## config.mk

```make
export PLATFORM = sky130hd
export DESIGN_NAME = joy_poll
export DESIGN_NICKNAME = d
export VERILOG_FILES = /design/src/rtl/joy_pkg.sv /design/src/rtl/joy_sync.sv /design/src/rtl/joy_clkgen.sv /design/src/rtl/joy_assemble.sv /design/src/rtl/joy_poll.sv
export SDC_FILE = /design/constraint.sdc
export NUM_CORES = 1
export LEC_CHECK = 0
export ABC_AREA = 1
export CAP_MARGIN = 10
export CORE_MARGIN = 2
export CORE_UTILIZATION = 65
export CTS_CLUSTER_DIAMETER = 150
export DETAILED_ROUTE_END_ITERATION = 10
export DONT_BUFFER_PORTS = 1
export PLACE_DENSITY = 0.81
export SLEW_MARGIN = 20
export SYNTH_ARGS = -nofsm -noshare
export SYNTH_HDL_FRONTEND = slang
export SYNTH_HIERARCHICAL = 1
export SYNTH_SLANG_ARGS = --single-unit
```

## constraint.sdc

```tcl
create_clock -name clk -period 3.56 [get_ports clk]
set_input_delay 0.178 -clock clk [delete_from_list [all_inputs] [get_ports clk]]
set_output_delay 0.178 -clock clk [all_outputs]
set_load 0.01 [all_outputs]
```

## src/rtl/joy_pkg.sv

```systemverilog
package joy_pkg;
    localparam int PKT_BITS = 16;
    localparam int EDGES    = PKT_BITS + 1;
    localparam int BTN_W    = 6;
    localparam int IDX_W    = $clog2(PKT_BITS);
    localparam int EDGE_W   = $clog2(EDGES + 1);

    typedef enum logic [1:0] {
        PH_IDLE = 2'd0,
        PH_HIGH = 2'd1,
        PH_LOW  = 2'd2
    } phase_e;
endpackage

```

## src/rtl/joy_sync.sv

```systemverilog
module joy_sync #(
    parameter int STAGES = 2
) (
    input  logic clk,
    input  logic rst_n,
    input  logic din,
    output logic dout
);
    logic [STAGES-1:0] chain_q;

    generate
        for (genvar s = 0; s < STAGES; s++) begin : g_stage
            if (s == 0) begin : g_first
                always_ff @(posedge clk) begin
                    if (!rst_n) chain_q[0] <= 1'b1;
                    else        chain_q[0] <= din;
                end
            end else begin : g_next
                always_ff @(posedge clk) begin
                    if (!rst_n) chain_q[s] <= 1'b1;
                    else        chain_q[s] <= chain_q[s-1];
                end
            end
        end
    endgenerate

    assign dout = chain_q[STAGES-1];
endmodule

```

## src/rtl/joy_clkgen.sv

```systemverilog
module joy_clkgen
    import joy_pkg::*;
#(
    parameter int HALF_CYC = 1000,
    parameter int IDLE_CYC = 40000
) (
    input  logic             clk,
    input  logic             rst_n,
    output logic             sclk,
    output logic             cap,
    output logic [IDX_W-1:0] cap_idx
);
    localparam int MAXC = (IDLE_CYC > HALF_CYC) ? IDLE_CYC : HALF_CYC;
    localparam int CW   = $clog2(MAXC + 1);
    localparam logic [CW-1:0]     IDLE_LAST = CW'(IDLE_CYC - 1);
    localparam logic [CW-1:0]     HALF_LAST = CW'(HALF_CYC - 1);
    localparam logic [EDGE_W-1:0] EDGE_END  = EDGE_W'(EDGES);

    typedef struct packed {
        phase_e            phase;
        logic [CW-1:0]     cnt;
        logic [EDGE_W-1:0] edge_no;
        logic              sclk;
        logic              cap;
        logic [IDX_W-1:0]  idx;
    } gen_t;

    gen_t gen_d, gen_q;

    always_comb begin
        gen_d     = gen_q;
        gen_d.cap = 1'b0;
        case (gen_q.phase)
            PH_IDLE: begin
                if (gen_q.cnt == IDLE_LAST) begin
                    gen_d.phase   = PH_HIGH;
                    gen_d.cnt     = '0;
                    gen_d.sclk    = 1'b1;
                    gen_d.edge_no = EDGE_W'(1);
                end else begin
                    gen_d.cnt = gen_q.cnt + 1'b1;
                end
            end
            PH_HIGH: begin
                if (gen_q.cnt == HALF_LAST) begin
                    gen_d.cnt   = '0;
                    gen_d.sclk  = 1'b0;
                    gen_d.phase = (gen_q.edge_no == EDGE_END) ? PH_IDLE : PH_LOW;
                end else begin
                    gen_d.cnt = gen_q.cnt + 1'b1;
                end
            end
            PH_LOW: begin
                if (gen_q.cnt == HALF_LAST) begin
                    gen_d.cnt     = '0;
                    gen_d.sclk    = 1'b1;
                    gen_d.phase   = PH_HIGH;
                    gen_d.edge_no = gen_q.edge_no + 1'b1;
                    gen_d.cap     = 1'b1;
                    gen_d.idx     = IDX_W'(gen_q.edge_no - 1'b1);
                end else begin
                    gen_d.cnt = gen_q.cnt + 1'b1;
                end
            end
            default: gen_d.phase = PH_IDLE;
        endcase
    end

    always_ff @(posedge clk) begin
        if (!rst_n) begin
            gen_q <= '{phase: PH_IDLE, cnt: '0, edge_no: '0,
                       sclk: 1'b0, cap: 1'b0, idx: '0};
        end else begin
            gen_q <= gen_d;
        end
    end

    assign sclk    = gen_q.sclk;
    assign cap     = gen_q.cap;
    assign cap_idx = gen_q.idx;

    assert_edge_range_R2: assert property (@(posedge clk) disable iff (!rst_n)
        gen_q.edge_no <= EDGE_END);
    assert_cap_on_rise_R3: assert property (@(posedge clk) disable iff (!rst_n)
        gen_q.cap |-> $rose(gen_q.sclk));
    assert_low_after_burst_R1: assert property (@(posedge clk) disable iff (!rst_n)
        ($fell(gen_q.sclk) && gen_q.edge_no == EDGE_END) |=> !gen_q.sclk);
endmodule

```

## src/rtl/joy_assemble.sv

```systemverilog
module joy_assemble
    import joy_pkg::*;
(
    input  logic             clk,
    input  logic             rst_n,
    input  logic             cap,
    input  logic [IDX_W-1:0] cap_idx,
    input  logic             din,
    output logic [BTN_W-1:0] btn_a,
    output logic [BTN_W-1:0] btn_b,
    output logic             valid,
    output logic             err
);
    localparam logic [IDX_W-1:0] LAST_IDX = IDX_W'(PKT_BITS - 1);

    typedef struct packed {
        logic [PKT_BITS-1:0] bits;
        logic [BTN_W-1:0]    a;
        logic [BTN_W-1:0]    b;
        logic                valid;
        logic                err;
    } asm_t;

    asm_t asm_d, asm_q;
    logic [PKT_BITS-1:0] word;
    logic                guard_bad;

    always_comb begin
        asm_d       = asm_q;
        asm_d.valid = 1'b0;
        asm_d.err   = 1'b0;
        word        = asm_q.bits;
        guard_bad   = 1'b0;
        if (cap) begin
            word[cap_idx] = din;
            asm_d.bits    = word;
            if (cap_idx == LAST_IDX) begin
                guard_bad = word[6] | word[7] | word[14] | word[15];
                if (guard_bad) begin
                    asm_d.err = 1'b1;
                end else begin
                    asm_d.a     = ~word[BTN_W-1:0];
                    asm_d.b     = ~word[8 +: BTN_W];
                    asm_d.valid = 1'b1;
                end
            end
        end
    end

    always_ff @(posedge clk) begin
        if (!rst_n) asm_q <= '0;
        else        asm_q <= asm_d;
    end

    assign btn_a = asm_q.a;
    assign btn_b = asm_q.b;
    assign valid = asm_q.valid;
    assign err   = asm_q.err;

    assert_one_result_R6: assert property (@(posedge clk) disable iff (!rst_n)
        $onehot0({asm_q.valid, asm_q.err}));
    assert_hold_outputs_R6: assert property (@(posedge clk) disable iff (!rst_n)
        (!$stable(asm_q.a) || !$stable(asm_q.b)) |-> asm_q.valid);
    assert_short_strobe_R6: assert property (@(posedge clk) disable iff (!rst_n)
        asm_q.valid |=> !asm_q.valid);
    assert_err_keeps_R5: assert property (@(posedge clk) disable iff (!rst_n)
        asm_q.err |-> ($stable(asm_q.a) && $stable(asm_q.b)));
endmodule

```

## src/rtl/joy_poll.sv

```systemverilog
module joy_poll
    import joy_pkg::*;
#(
    parameter int HALF_CYC    = 1000,
    parameter int IDLE_CYC    = 40000,
    parameter int SYNC_STAGES = 2
) (
    input  logic             clk,
    input  logic             rst_n,
    output logic             joy_clk,
    input  logic             joy_data,
    output logic [BTN_W-1:0] joy_a,
    output logic [BTN_W-1:0] joy_b,
    output logic             pkt_valid,
    output logic             pkt_err
);
    logic             data_s;
    logic             cap;
    logic [IDX_W-1:0] cap_idx;

    joy_sync #(.STAGES(SYNC_STAGES)) u_sync (
        .clk  (clk),
        .rst_n(rst_n),
        .din  (joy_data),
        .dout (data_s)
    );

    joy_clkgen #(.HALF_CYC(HALF_CYC), .IDLE_CYC(IDLE_CYC)) u_gen (
        .clk    (clk),
        .rst_n  (rst_n),
        .sclk   (joy_clk),
        .cap    (cap),
        .cap_idx(cap_idx)
    );

    joy_assemble u_asm (
        .clk    (clk),
        .rst_n  (rst_n),
        .cap    (cap),
        .cap_idx(cap_idx),
        .din    (data_s),
        .btn_a  (joy_a),
        .btn_b  (joy_b),
        .valid  (pkt_valid),
        .err    (pkt_err)
    );
endmodule

```

==> impl_metrics.tcl, run 1 <==
set metrics [dict create \
    dieArea_sq_mm 0.00613 \
    rr_endpoint "u_asm/btn_b[4]$_SDFFE_PN0P_" \
    ant_nets 0 \
    slew_headroom_pct 41.5 \
    drt_pass1_iterations 5 \
    layout.area.seq_sq_mm 0.00122 \
    timing.critical_path.slowest_cell_delay_ns 0.59 \
    ios 18 \
    post_synth_num_cell_types 34 \
    floorplan.die.width_microns 78.3 \
    clock_path_buffers 2 \
    avgViaCountPerCell 5.10 \
    sequentialPowerShare_pct 43.1 \
    final_hold_viol_count 0 \
    ys_ff_latch 61 \
    critical_path.reg2reg.startpoint "u_gen/cap$_SDFF_PN0_" \
    timing.setup.tns_ns 0 \
    switchingPower_uw 471 \
    min-delay-start "rst_n" \
    dpl_cell_area_sq_mm 0.00349 \
    globalRouteTotalUtil_pct 25.6 \
    cts.repair_timing.setup_buffer_count 0 \
    synthesis.area_per_instance_sq_um 6.58 \
    gr-total-overflow 0 \
    route.vias.total 3102 \
    ctsResizeCount 0 \
    power_density_mw_per_mm2 458 \
    final.period_utilization_pct 66.6 \
    path_delay_family "simple AND/OR/NAND/NOR gates" \
    layout-drive-gt1-share_pct 12.5 \
    placementRows 27 \
    crit_path_end_kind "flip-flop" \
    dp_hpwl_microns 4900 \
    max_clock_freq_mhz 422 \
    grt_start_max_net_pins 26 \
    yosys_warnings 6 \
    postLayoutCoreUtil_pct 69.0 \
    clock_pin_slew_on_the_worst_setup_and_hold_paths_ns 0.07 \
    setup_viol 0 \
    grt_pass1_vias 2978 \
    antenna_found_initial 0 \
    finish.instance_area_sq_mm 0.00373 \
    htree_levels 3 \
    leakage_nw 1.66 \
    post_cts_hold_buffer_count 2 \
    synth_nets 557 \
    synth.cell_area_sq_mm 0.00359 \
    sequential_area_share_after_synthesis_pct 34.0 \
    cp_slowest_cell "dfxtp_1" \
    timing.critical_path.buf_inv 2 \
    synth_flop_cell "dfxtp_1" \
    die_span_in_y_microns 78.3 \
    ff2ff_path_depth 6 \
    timing.max_cap.violations 0 \
    layout_skew_ns 0.00539 \
    postSynthCellCount 545 \
    max-vdd-ir-drop_uv 367 \
    timing.critical_path.required_ns 3.83 \
    multi_input_area_sq_mm 0.00184 \
    start_kind "flip-flop" \
    dpl_worst_slack_ns 1.25 \
    final_stage_net_count 543 \
    arrival_ns 2.64 \
    area_growth_pct 3.97 \
    hold_depth 2 \
    grt_pass1_wl_microns 12600 \
    netSwitchingFraction_pct 27.5 \
    period_minus_slack_ns 2.37 \
    drv_slew 0 \
    status "completed" \
    floorplan.initialDensity_pct 66.4 \
    tritoncts "built" \
    clock-sinks 61 \
    critical_setup_path_kind "flip-flop to flip-flop" \
    core_area_sq_mm 0.00541 \
    insertion_delay_ns 0.33 \
    capture_endpoint_of_the_worst_hold_path "u_gen/gen_q[8]$_SDFFE_PN0P_" \
    route.detailed.drc 0 \
    synth_enable_flop_cells 0 \
    rsz0062_at_grt "no" \
    drt-total-wl_microns 7150 \
    place.gp.congestion 0.923 \
    filler_cell_count 473 \
    crit_fanout 19 \
    cts_root_buf "clkbuf_8" \
    detail_route.wl_per_cell_microns 11.8 \
    min_path_type "input pin to flip-flop" \
    synth-async-reset-ratio_pct 0 \
    clock_power_share_pct 41.0 \
    detailedRoute.firstIterationViolations 194 \
    setup_ws_ns 1.19 \
    place.port_buffers 0 \
    reg2reg_slack_ns 1.19 \
    insertedDiodeCount 0 \
    worstMarginPinSlew_ns 0.874 \
    cts_inserted_buffers 9 \
    power.share.combinational_pct 15.9 \
    power_report.internal_total_mw 1.24 \
    crit_path_cell_trace "clkinv_1 -> nor2_4 -> nand3_2 -> nand2_1 -> inv_1 -> nor2_1" \
]
registers in the layout, indices dropped and copies added (netlist names):
name / cells
u_asm/asm_q: 16
u_asm/btn_a: 6
u_asm/btn_b: 6
u_asm/err: 1
u_asm/valid: 1
u_gen/cap: 1
u_gen/cap_idx: 4
u_gen/gen_q: 23
u_gen/sclk: 1
u_sync/chain_q: 1
u_sync/dout: 1
per-layer routing:
layer  vias to the layer above  wire (microns)  global-route usage (%)
met5                         -               0                       0
met4                         0             148                    13.2
met3                        13             294                    4.48
met2                        80            3390                    42.2
met1                      1387            3320                    32.0
li1                       1622               -                       -
power groups by stage:
stage / sequential (mW) / clock [mW] / combinational, mW
3_3_place_gp: 0.750 / 0 / 0.253
3_5_place_dp: 0.751 / 0 / 0.262
4_1_cts: 0.736 / 0.710 / 0.270
5_1_grt: 0.740 / 0.745 / 0.308
2_1_floorplan: 0.746 / 0 / 0.224
6_report: 0.736 / 0.701 / 0.271
synthesized netlist by cell type (all sizes together) (2+ instances only):
master  count  share of area (%)
o21ai      35                5.0
dfxtp      61                 34
ha          9                3.1
nand4       5               0.87
buf        23                5.0
inv        80                8.5
xnor2       2               0.49
nand3      37                5.8
a21oi      17                2.4
nor2      104                 13
clkinv      6               0.73
clkbuf      4               0.42
nor3        5               0.84
nand2     143                 17
xor2       10                2.4
final cells by class:
type                       instances  area share, %
tap                               72           2.41
sequential                        61           32.7
timing repair buffer               2          0.537
clock buffer                      12           4.16
clock inverter                     4           1.88
multi-input combinational        371           49.4
inverter                          86           8.89
worst register-to-register path, delay by kind of cell (launching register included):
kind / cells / cell delay (ns)
simple gates: 4 / 1.12
buf+inv: 2 / 0.60
flops: 1 / 0.59
kinds of logic (layout without fill, tap and decap cells):
family / Yosys count / after routing / synth area share (%)
simple gates: 294 / 294 / 37.0
buf+inv: 113 / 104 / 14.6
flops: 61 / 61 / 34.0
compound gates: 55 / 55 / 7.98
xor+xnor: 12 / 12 / 2.93
fa+ha+maj: 9 / 9 / 3.14
mux: 1 / 1 / 0.279
cells in the final DEF (no fill, tap or decap), types with 9 or more instances in the layout:
cell type,n
nand2_1,124
nor2_1,86
inv_1,73
dfxtp_1,61
nand3_1,34
o21ai_0,30
nand2_2,17
a21oi_1,17
nor2_2,12
clkbuf_8,11
xor2_1,10
ha_1,9
per-stage QoR:
stage	std cells	total power [mW]	hold WS (ns)
5_1_grt	608	1.79	0.125
4_1_cts	608	1.72	0.104
2_1_floorplan	545	0.970	0.247
3_3_place_gp	590	1.00	0.251
3_5_place_dp	590	1.01	0.255
6_report	608	1.71	0.115
how the worst max path moves through the flow:
stage | start | endpoint | slack (ns) | cells past startpoint
after floorplan | u_gen/gen_q[11]$_SDFFE_PN0P_ | u_gen/gen_q[16]$_SDFFE_PN0P_ | 2.11 | 11
final | u_gen/cap$_SDFF_PN0_ | u_asm/btn_b[4]$_SDFFE_PN0P_ | 1.19 | 6
after CTS | u_gen/cap$_SDFF_PN0_ | u_asm/btn_b[4]$_SDFFE_PN0P_ | 1.20 | 6
after global placement | u_gen/cap$_SDFF_PN0_ | u_asm/btn_b[4]$_SDFFE_PN0P_ | 1.37 | 6
after global routing | u_gen/cap$_SDFF_PN0_ | u_asm/btn_b[4]$_SDFFE_PN0P_ | 0.90 | 6
after detailed placement | u_gen/cap$_SDFF_PN0_ | u_asm/btn_b[4]$_SDFFE_PN0P_ | 1.25 | 6
Note: power is estimated with default switching activity, not from simulation.
==> inputs of run 2 (changes only) <==
--- a/config.mk
+++ b/config.mk
@@ -5,14 +5,14 @@
 export SDC_FILE = /design/constraint.sdc
 export NUM_CORES = 1
 export LEC_CHECK = 0
-export ABC_AREA = 1
+export ABC_AREA = 0
 export CAP_MARGIN = 10
 export CORE_MARGIN = 2
-export CORE_UTILIZATION = 65
+export CORE_UTILIZATION = 63
 export CTS_CLUSTER_DIAMETER = 150
 export DETAILED_ROUTE_END_ITERATION = 10
 export DONT_BUFFER_PORTS = 1
-export PLACE_DENSITY = 0.81
+export PLACE_DENSITY = 0.79
 export SLEW_MARGIN = 20
 export SYNTH_ARGS = -nofsm -noshare
 export SYNTH_HDL_FRONTEND = slang
==> constraint.sdc (replaced) <==
create_clock -name clk -period 2.3 [get_ports clk]
set_input_delay 0.115 -clock clk [delete_from_list [all_inputs] [get_ports clk]]
set_output_delay 0.115 -clock clk [all_outputs]
set_load 0.01 [all_outputs]
==> impl_metrics.tcl, run 2 <==
set metrics [dict create \
    most-common-layout-cells "dfxtp_1 (61), nor2_1 (47), nand2_1 (41), mux2i_1 (32)" \
    clock_pin_slew_on_the_worst_setup_and_hold_paths_ns 0.06 \
    timing.setup.tns_ns 0 \
    synth_flop_cell "dfxtp_1" \
    htree_levels 3 \
    ff2ff_path_depth 7 \
    drt_pass1_iterations 5 \
    dpl_cell_area_sq_mm 0.00323 \
    max-vdd-ir-drop_uv 452 \
    synth_enable_flop_cells 0 \
    synth.top_cell.area_share_pct 36.4 \
    layout-drive-gt1-share_pct 13.5 \
    dp_cells 409 \
    sequential_area_share_after_synthesis_pct 36.4 \
    largest_register_ff_count 23 \
    clock_path_buffers 2 \
    detailedRoute.firstIterationViolations 136 \
    dpl_worst_slack_ns 0.240 \
    synth_nets 381 \
    final.period_utilization_pct 90.9 \
    route.vias.total 2483 \
    dp_hpwl_microns 4110 \
    crit_path_end_kind "flip-flop" \
    arrival_ns 2.31 \
    tritoncts "built" \
    synthesis.area_per_instance_sq_um 9.10 \
    finish.instance_area_sq_mm 0.00344 \
    ios 18 \
    rsz0062_at_grt "no" \
    ys_ff_latch 61 \
    min_path_type "input pin to flip-flop" \
    postSynthCellCount 369 \
    core_area_sq_mm 0.00514 \
    crit_path_cell_trace "ha_1 -> or4bb_1 -> nor4_4 -> buf_4 -> a41oi_1 -> o21ai_0 -> o31ai_1" \
    synth_commonest_cells "dfxtp_1 (61), nor2_1 (47), nand2_1 (41), mux2i_1 (32), buf_4 (18)" \
    path_delay_family "simple AND/OR/NAND/NOR gates" \
    start_kind "flip-flop" \
    clock-sinks 61 \
    power_density_mw_per_mm2 582 \
    critical_setup_path_kind "flip-flop to flip-flop" \
    insertedDiodeCount 0 \
    floorplan.die.width_microns 77.0 \
    post_synth_num_cell_types 62 \
    grt_pass1_vias 2469 \
    crit_fanout 14 \
    setup_ws_ns 0.209 \
    drv_slew 0 \
    place.gp.congestion 0.825 \
    place.port_buffers 0 \
    area_growth_pct 2.31 \
    grt_start_max_net_pins 30 \
    gr-total-overflow 0 \
    max_clock_freq_mhz 478 \
    synth.top_cells.by_area "dfxtp_1 (36%), mux2i_1 (9.5%), nor2_1 (5.3%)" \
    timing.critical_path.buf_inv 1 \
    power.share.combinational_pct 2.7 \
    timing.critical_path.slowest_cell_delay_ns 0.49 \
    regMostFlops "u_gen/gen_q" \
    switchingPower_uw 425 \
    floorplan.initialDensity_pct 65.4 \
    synth.cell_area_sq_mm 0.00336 \
    synth-async-reset-ratio_pct 0 \
    finish.cell_count_without_fillers 425 \
    die_span_in_y_microns 77.0 \
    setup_viol 0 \
    layout_skew_ns 0.00605 \
    netSwitchingFraction_pct 21.2 \
    worstMarginPinSlew_ns 1.01 \
    largest_registers "u_gen/gen_q x23, u_asm/asm_q x16" \
    power_report.internal_total_mw 1.58 \
    period_minus_slack_ns 2.09 \
    dieArea_sq_mm 0.00593 \
    clock_power_share_pct 43.9 \
    ctsResizeCount 0 \
    final_hold_viol_count 0 \
    globalRouteTotalUtil_pct 23.7 \
    sequentialPowerShare_pct 53.5 \
    grt_pass1_wl_microns 11300 \
    slew_headroom_pct 32.1 \
    timing.critical_path.required_ns 2.52 \
    placementRows 26 \
    antenna_found_initial 0 \
    final_stage_net_count 364 \
    hold_depth 2 \
    insertion_delay_ns 0.33 \
    avgViaCountPerCell 5.84 \
    yosys_warnings 6 \
    timing.max_cap.violations 0 \
    ant_nets 0 \
    leakage_nw 1.31 \
    cts_inserted_buffers 9 \
    yosys.cell_count.top_type "dfxtp_1" \
    cp_slowest_cell "or4bb_1" \
    detail_route.wl_per_cell_microns 14.7 \
    path_length_in_cells_of_the_critical_path 7 \
    drt-total-wl_microns 6230 \
    leading_cell_type_in_the_layout_fill_and_taps_excluded "dfxtp_1" \
    route.detailed.drc 0 \
    status "completed" \
    synth_top_area_cell "dfxtp_1" \
    cts_root_buf "clkbuf_8" \
]
==> run 2: path summary, 6_finish.rpt <==
| check | slack [ns] | startpoint | to |
|---|---|---|---|
| max | 0.21 | u_gen/gen_q[11]$_SDFFE_PN0P_ | u_gen/gen_q[10]$_SDFFE_PN0P_ |
| min reg2reg | 0.41 | u_sync/chain_q[0]$_SDFF_PN1_ | u_sync/dout$_SDFF_PN1_ |
| min | 0.03 | rst_n | u_gen/cap_idx[3]$_SDFFE_PN0P_ |
| max reg2reg | 0.21 | u_gen/gen_q[11]$_SDFFE_PN0P_ | u_gen/gen_q[10]$_SDFFE_PN0P_ |
==> run 2: cells by family (layout without fill, tap and decap cells) <==
kind of cell	after synthesis	count (layout)	synth area share, %
AND/OR/NAND/NOR	152	152	25.9
multiplexers	35	35	10.5
adder cells (fa/ha/maj)	9	9	3.35
buffers and inverters	49	35	9.50
AO/OA/AOI/OAI	48	48	10.5
flip-flops	61	61	36.4
XOR/XNOR	15	15	3.91
==> run 2: cell type report <==
| type | count | area, sq um |
|---|---|---|
| clock buffer | 13 | 179 |
| sequential | 61 | 1220 |
| inverter | 10 | 37.5 |
| timing repair buffer | 11 | 87.6 |
| fill | 450 | 1700 |
| clock inverter | 1 | 5.00 |
| multi-input combinational | 259 | 1820 |
| tap | 70 | 87.6 |
==> run 2: through the flow <==
stage | hold slack [ns] | util (%) | power [mW]
6_report | 0.0343 | 66.9 | 2.00
2_1_floorplan | 0.188 | - | 1.13
3_5_place_dp | 0.198 | 62.9 | 1.14
5_1_grt | 0.0466 | 66.9 | 2.08
3_3_place_gp | 0.197 | 62.9 | 1.13
4_1_cts | 0.00918 | 66.9 | 2.03
==> run 2: worst reg2reg max path, stage by stage, from the launching register on <==
cell     delay, ns
dfxtp_1       0.38
ha_1          0.22
or4bb_1       0.49
nor4_4        0.21
buf_4         0.25
a41oi_1       0.13
o21ai_0       0.19
o31ai_1       0.09
==> run 2: power groups by stage <==
stage | combinational, mW | sequential (mW) | clock (mW)
5_1_grt | 0.0609 | 1.07 | 0.944
3_3_place_gp | 0.0412 | 1.09 | 0
3_5_place_dp | 0.0428 | 1.09 | 0
4_1_cts | 0.0540 | 1.07 | 0.907
6_report | 0.0537 | 1.07 | 0.878
2_1_floorplan | 0.0402 | 1.09 | 0
==> run 2: per-layer routing <==
layer / up-vias / global-route usage, % / wire (microns)
met2: 62 / 40.4 / 3100
met3: 9 / 6.71 / 306
met4: 0 / 8.75 / 100
li1: 1243 / - / -
met5: - / 0 / 0
met1: 1169 / 28.3 / 2730
==> run 2: timing repair <==
item,CTS,global route
hold buffers,2,0
endpoints found under the hold margin,17,0
setup buffers,0,0
